$ cat src/rtl/bawg_pkg.sv
package bawg_pkg;
   localparam int LAT_W = 3;

   typedef struct packed {
      logic             started;
      logic [LAT_W-1:0] lat;
      logic             stall;
   } tmr_st_t;

   function automatic logic [LAT_W-1:0] eff_latency(input logic [LAT_W-1:0] req,
                                                     input int unsigned    lmin);
      if (int'(req) < lmin) return LAT_W'(lmin);
      return req;
   endfunction
endpackage

$ cat src/rtl/bawg_addr_path.sv
module bawg_addr_path #(
   parameter int AW       = 24,
   parameter int BND_BITS = 4
) (
   input  logic          clk,
   input  logic          rst_n,
   input  logic          addr_lock,
   input  logic [AW-1:0] addr_in,
   input  logic          adv,
   output logic [AW-1:0] addr_out,
   output logic          at_bnd
);
   logic [AW-1:0] cur_q;

   always_ff @(posedge clk or negedge rst_n) begin
      if (!rst_n)          cur_q <= '0;
      else if (!addr_lock) cur_q <= addr_in;
      else if (adv)        cur_q <= cur_q + AW'(1);
   end

   assign addr_out = addr_lock ? cur_q : addr_in;
   assign at_bnd   = &cur_q[BND_BITS-1:0];
endmodule

$ cat src/rtl/bawg_lat_timer.sv
module bawg_lat_timer
   import bawg_pkg::*;
#(
   parameter int LAT_MIN = 2,
   parameter bit BND_EN  = 1'b1
) (
   input  logic             clk,
   input  logic             rst_n,
   input  logic             sync_rd,
   input  logic             addr_lock,
   input  logic [LAT_W-1:0] cfg_latency,
   input  logic             at_bnd,
   output logic             ready,
   output logic             ready_nxt
);
   tmr_st_t st_q, st_d;
   logic    stall_term;
   logic [LAT_W-1:0] lat_load;

   assign lat_load = eff_latency(cfg_latency, LAT_MIN) - LAT_W'(1);
   assign ready    = st_q.started && (st_q.lat == '0) && !st_q.stall;

   generate
      if (BND_EN) begin : g_bnd
         assign stall_term = ready && at_bnd;
      end else begin : g_nobnd
         assign stall_term = 1'b0;
      end
   endgenerate

   always_comb begin
      st_d = st_q;
      if (!sync_rd) begin
         st_d = '0;
      end else if (!addr_lock) begin
         st_d.started = 1'b1;
         st_d.lat     = lat_load;
         st_d.stall   = 1'b0;
      end else begin
         if (st_q.lat != '0) st_d.lat = st_q.lat - LAT_W'(1);
         st_d.stall = stall_term;
      end
   end

   assign ready_nxt = st_d.started && (st_d.lat == '0) && !st_d.stall;

   always_ff @(posedge clk or negedge rst_n) begin
      if (!rst_n) st_q <= '0;
      else        st_q <= st_d;
   end
endmodule

$ cat src/rtl/bawg_wait_drv.sv
module bawg_wait_drv (
   input  logic sync_rd,
   input  logic oe_n,
   input  logic ready,
   input  logic ready_nxt,
   input  logic cfg_wait_early,
   input  logic cfg_wait_pol,
   output logic wait_o,
   output logic wait_oe,
   output logic data_valid
);
   logic asserted;

   assign wait_oe    = sync_rd && !oe_n;
   assign data_valid = wait_oe && ready;
   assign asserted   = cfg_wait_early ? !ready_nxt : !ready;
   assign wait_o     = cfg_wait_pol ? asserted : !asserted;
endmodule

$ cat src/rtl/burst_addr_wait.sv
module burst_addr_wait
   import bawg_pkg::*;
#(
   parameter int AW       = 24,
   parameter int BND_BITS = 4,
   parameter int LAT_MIN  = 2,
   parameter bit BND_EN   = 1'b1
) (
   input  logic             clk,
   input  logic             rst_n,
   input  logic             ce_n,
   input  logic             oe_n,
   input  logic             sync_mode,
   input  logic             wr_cycle,
   input  logic             addr_lock,
   input  logic [AW-1:0]    addr_in,
   input  logic [LAT_W-1:0] cfg_latency,
   input  logic             cfg_wait_early,
   input  logic             cfg_wait_pol,
   output logic [AW-1:0]    addr_out,
   output logic             wait_o,
   output logic             wait_oe,
   output logic             data_valid
);
   generate
      if (AW <= BND_BITS) begin : g_bad_aw
         $error("burst_addr_wait: AW must exceed BND_BITS");
      end
      if (LAT_MIN < 1 || LAT_MIN > 7) begin : g_bad_lat
         $error("burst_addr_wait: LAT_MIN out of range");
      end
   endgenerate

   logic sync_rd, ready, ready_nxt, at_bnd, adv;

   assign sync_rd = rst_n && !ce_n && sync_mode && !wr_cycle;
   assign adv     = sync_rd && addr_lock && ready;

   bawg_addr_path #(.AW(AW), .BND_BITS(BND_BITS)) u_addr (
      .clk(clk), .rst_n(rst_n), .addr_lock(addr_lock), .addr_in(addr_in),
      .adv(adv), .addr_out(addr_out), .at_bnd(at_bnd)
   );

   bawg_lat_timer #(.LAT_MIN(LAT_MIN), .BND_EN(BND_EN)) u_tmr (
      .clk(clk), .rst_n(rst_n), .sync_rd(sync_rd), .addr_lock(addr_lock),
      .cfg_latency(cfg_latency), .at_bnd(at_bnd),
      .ready(ready), .ready_nxt(ready_nxt)
   );

   bawg_wait_drv u_wait (
      .sync_rd(sync_rd), .oe_n(oe_n), .ready(ready), .ready_nxt(ready_nxt),
      .cfg_wait_early(cfg_wait_early), .cfg_wait_pol(cfg_wait_pol),
      .wait_o(wait_o), .wait_oe(wait_oe), .data_valid(data_valid)
   );
endmodule

$ cat config.mk
export PLATFORM = sky130hd
export DESIGN_NAME = burst_addr_wait
export DESIGN_NICKNAME = d
export VERILOG_FILES = /design/src/rtl/bawg_pkg.sv /design/src/rtl/bawg_addr_path.sv /design/src/rtl/bawg_lat_timer.sv /design/src/rtl/bawg_wait_drv.sv /design/src/rtl/burst_addr_wait.sv
export SDC_FILE = /design/constraint.sdc
export NUM_CORES = 1
export LEC_CHECK = 0
export CELL_PAD_IN_SITES_DETAIL_PLACEMENT = 1
export CELL_PAD_IN_SITES_GLOBAL_PLACEMENT = 1
export CORE_ASPECT_RATIO = 0.5
export CORE_UTILIZATION = 51
export DETAILED_ROUTE_END_ITERATION = 12
export DONT_BUFFER_PORTS = 1
export HOLD_SLACK_MARGIN = 0.02
export PLACE_DENSITY = 0.92
export SLEW_MARGIN = 20
export SYNTH_ARGS = -nofsm -noshare
export SYNTH_HDL_FRONTEND = slang
export SYNTH_SLANG_ARGS = --single-unit
$ cat constraint.sdc
create_clock -name clk -period 3.2 [get_ports clk]
set_clock_uncertainty 0.15 [all_clocks]
set_input_delay 0.16 -clock clk [delete_from_list [all_inputs] [get_ports clk]]
set_output_delay 0.16 -clock clk [all_outputs]
set_load 0.005 [all_outputs]
Word-level counts from Yosys, hierarchy flattened. Index checks and enable logic that the tools add are counted.

Register bits: 29. Latch bits: 0. Memory bits (writable): 0. Bits in read-only memories: 0. Bits of input ports: 36. Output and inout bits: 27. Word-level logic and storage cells: 45. Memories kept: 0.

Add/sub/neg operators: 3. Multipliers: 0. Divide/modulo/power cells: 0. Magnitude comparators: 1. Equality and inequality tests: 1. Shift operators: 0. Multiplexer cells: 12. Bitwise logic cells: 0. Reduce and logical (&&, ||, !) cells: 24.

Operators by type and width (count): 2-to-1 mux 24 bit (3); adder 24 x 1 -> 24 bit (second input constant) (1); logical AND 1 bit (12); 2-to-1 mux 3 bit (3); zero test 1 bit (8); zero test 3 bit (2); subtractor 3 x 1 -> 3 bit (second input constant) (2); 2-to-1 mux 5 bit (1); 2-to-1 mux 1 bit (4); 2-to-1 mux 4 bit (1); AND reduction 4 bit (1); less-than comparator 3 x 2 -> 1 bit (second input constant) (1); nonzero test 3 bit (1); != test 2 x 1 -> 1 bit (second input constant) (1).

Longest topological paths before layout.
Depth after elaboration: 13. Depth in mapped cells: 10.

Hierarchy. Synthesis repeated with hierarchy kept, for this count alone.

Cells, all modules: 225. Area total of the unflattened synthesis: 2073.2 µm².

Modules (own cells, without submodules): bawg_addr_path (instances 1, cells each 184, area an instance 1655.3 µm², sequential area each 600.6 µm²); bawg_lat_timer (instances 1, cells each 35, area an instance 367.9 µm², sequential area each 125.1 µm²); bawg_wait_drv (instances 1, cells each 4, area an instance 31.3 µm², sequential area each 0.0 µm²); burst_addr_wait (instances 1, cells each 2, area an instance 18.8 µm², sequential area each 0.0 µm²).

Worst setup path after synthesis. No wires, ideal clock.

Kind: register to register. Start: register u_tmr.st_q[1] in the netlist's numbering. End: register u_addr.cur_q[12]. Library setup time: 0.128 ns. Arrival: 1.789 ns. Slack: 1.133 ns. Cell stages (with the launch flop): 11. Path buffers: 3. Clock period less this slack: 2.067 ns. Path through: dfrtp_1 inv_1 ha_1 nand4bb_1 buf_2 or2_1 and2_1 buf_6 buf_6 o31ai_1 a21oi_1.

Longest elaborated chain between the ends: 5.

RTL lines: start: declaration (line bawg_lat_timer.sv:16) `tmr_st_t st_q, st_d;`; start signal: assignment (line bawg_lat_timer.sv:49) `else st_q <= st_d;`; zero test 3 bit (line bawg_lat_timer.sv:21) `assign ready = st_q.started && (st_q.lat == '0) && !st_q.stall;`; logical AND 1 bit (2 in series) (line bawg_lat_timer.sv:21); logical AND 1 bit (line burst_addr_wait.sv:37) `assign adv = sync_rd && addr_lock && ready;`; != test 2 x 1 -> 1 bit (no line); end signal: assignment (line bawg_addr_path.sv:17) `else if (!addr_lock) cur_q <= addr_in;`; end signal: assignment (line bawg_addr_path.sv:18) `else if (adv) cur_q <= cur_q + AW'(1);`; end: declaration (line bawg_addr_path.sv:13) `logic [AW-1:0] cur_q;`.

Every way passes these cells. A chain may end at the register's enable or synchronous reset.

Final worst setup path. Ends and elaborated chain as after synthesis.

==> out/qor.txt <==
Status: finished clean
Peak VDD IR: 0.2112 mV
Clock sinks: 29
Core Util, Final: 0.5914
Remaining DRCs: 0
Finished Layout Cells: 294
Setup-failing EPs final: 0
Slew Limit Fails: 0
Post-synth top cells: dfrtp_1 (29), nor2_1 (25), mux2_2 (23), nor3_1 (14), nand2_1 (13)
First-pass GRT wire length: 10,140 um
Post-DRT Antenna Nets: 0
Number of global-route vias before repair: 1,945
GR met3 Demand/Resource: 0.07302
I/O pin count: 63
Setup bufs post-CTS: 0
Initial Util: 0.5421
Worst Tran Pin Value: 926.0 ps
Antenna violations before repair: 0
Synthesized area: 2160 um^2
Dominant cell type by area after synthesis: dfrtp_1
WL final: 6421 um
Slew margin rel.: 0.3826
Core Rows: 16
Gp weighted congestion: 0.7670
Design area: 2356 um^2
Setup CP Type: flip-flop to flip-flop
Wirelength per Cell: 21.84 um
IO buf count: 0
Final HPWL DP: 3832 um
Period utilization: 0.8522
Leakage: 0.9052 nW
Asr flop ratio synth: 1.000
Clock root buffer: clkbuf_8
CTS tree: done
Most common cell in the netlist: dfrtp_1
Vias: 1,943
Design Power: 0.001012 W
Clk pin slew, worst setup/hold paths: 70 ps
Largest net degree at the start of global routing: 34
Core footprint: 3984 um^2
Share of the yosys chip area belonging to registers: 0.3360
Setup TNS: 0 ps
Yosys reg bits: 29
Crit start category: flip-flop
Net count, final: 279
Layout Area Growth over Synthesis: 9.096%
Syn Inst Count: 233
Ant. Diodes: 0
EDFF count, synth: 0
Pwr/cell area: 429.4 nW/um^2
WP data required: 3180 ps
Share of the synthesized area in the top cell type: 0.3360
Fraction of layout cells with a size suffix above 1: 0.1875
Yosys warns: 0
GRT Residual Overflow: 0
Hold WC Path Type: input pin to flip-flop
Max Cap Viol: 0
Top cells by area, synth: dfrtp_1 (34%), mux2_2 (12%), nor2_1 (4.3%)
Critical path endpoint category: flip-flop
Unrepaired setup endpoints after global routing: false
CTS max path bufs: 2
Min Clock Period, post-route: 2727 ps
Mapped Avg Cell Area: 9.269 um^2
Drt initial violations: 69
Dpl cells: 276
Max Clk Rate: 0.3667 GHz
Gr busiest metal: met2
H-tree depth: 2
GR Util met1: 0.3879
# fillers: 465
Die ar.: 4515 um^2
Post-CTS Hold Fix Bufs: 10
CP arrival: 2710 ps
DP Area: 2166 um^2
Post-synth cell types: 54
Ys flop type: dfrtp_1
Cts repair resizes: 0
Hold Fails Final Rpt: 0
Synthesized Nets: 273
Worst Path Max Fanout: 26
Die height: 48.02 um
CTS buffer count: 5
Worst-Skew Late Latency: 290 ps
First-pass DRT Iterations: 4
Overall Global Routing Usage: 0.3110
Met2 Use GR: 0.5241
Die W: 94.03 um
Via density: 6.609
final timing paths:
| check | startpoint | to | slack, ps | cells after the start |
|---|---|---|---|---|
| max | u_tmr.st_q[1] | u_addr.cur_q[12] | 470 | 7 |
| min | addr_lock | u_tmr.st_q[3] | 50 | 2 |
| max reg2reg | u_tmr.st_q[1] | u_addr.cur_q[12] | 470 | 7 |
| min reg2reg | u_addr.cur_q[15] | u_addr.cur_q[15] | 380 | 1 |
| max in group asynchronous | rst_n | u_addr.cur_q[7] | 2550 | 2 |
| min in group asynchronous | rst_n | u_addr.cur_q[3] | 180 | 2 |
layout make-up:
type / count / area [um^2] / area share
Multi-Input combinational cell: 181 / 1324 / 0.5619
Inverter: 11 / 41.29 / 0.01753
Sequential cell: 29 / 725.7 / 0.3080
Timing Repair Buffer: 11 / 117.6 / 0.04992
Tap cell: 54 / 67.56 / 0.02868
Clock buffer: 8 / 80.08 / 0.03399
per-stage QoR:
stage	hold WS [ps]	setup slack, ps
6_report	48.75	472.9
5_1_grt	47.23	293.5
4_1_cts	36.11	527.7
3_5_place_dp	-284.9	553.2
3_3_place_gp	-284.8	768.8
2_1_floorplan	-285.6	1133
placed cells by master (no fill, tap or decap), types with 7 or more instances in the layout:
| cell type | Yosys | final |
|---|---|---|
| dfrtp_1 | 29 | 29 |
| nor2_1 | 25 | 25 |
| mux2_2 | 23 | 23 |
| nor3_1 | 14 | 14 |
| nand2_1 | 13 | 13 |
| inv_1 | 11 | 11 |
| dlygate4sd3_1 | 0 | 9 |
| nand3_1 | 8 | 8 |
| a21oi_1 | 8 | 8 |
| xnor2_1 | 7 | 7 |
| nand4_1 | 7 | 7 |
routing by layer:
metal	up-vias	wire, um	part of all wire
met3	21	372	0.058
met2	74	3068	0.48
met1	974	2803	0.44
met5	-	0	0
li1	874	-	-
met4	0	177	0.028
worst max-delay path, stage by stage (launching register included):
cell	delay, ps
dfrtp_1	400
inv_1	90
ha_1	220
nand4bb_1	330
or2_1	410
and2_1	490
o31ai_1	400
a21oi_1	80
logic make-up (layout without fill, tap and decap cells):
kind of cell             count (synthesis)  after routing  share of synthesized area
AO/OA/AOI/OAI                           44             44                     0.1414
XOR/XNOR                                 8              8                    0.03245
adder cells (fa/ha/maj)                  4              4                    0.02318
buffers and inverters                   23             30                    0.05098
flip-flops                              29             29                     0.3360
multiplexers                            24             24                     0.1246
AND/OR/NAND/NOR                        101            101                     0.2914
where the power goes:
group / switching [W] / internal, W
sequential: 0.0000699 / 0.000410
clock: 0.000144 / 0.000154
combinational: 0.000129 / 0.000105
sequential cells by signal, indices dropped and copies added (netlist names):
name / cells
u_tmr.st_q: 5
u_addr.cur_q: 24
Note: power is estimated with default switching activity, not from simulation.
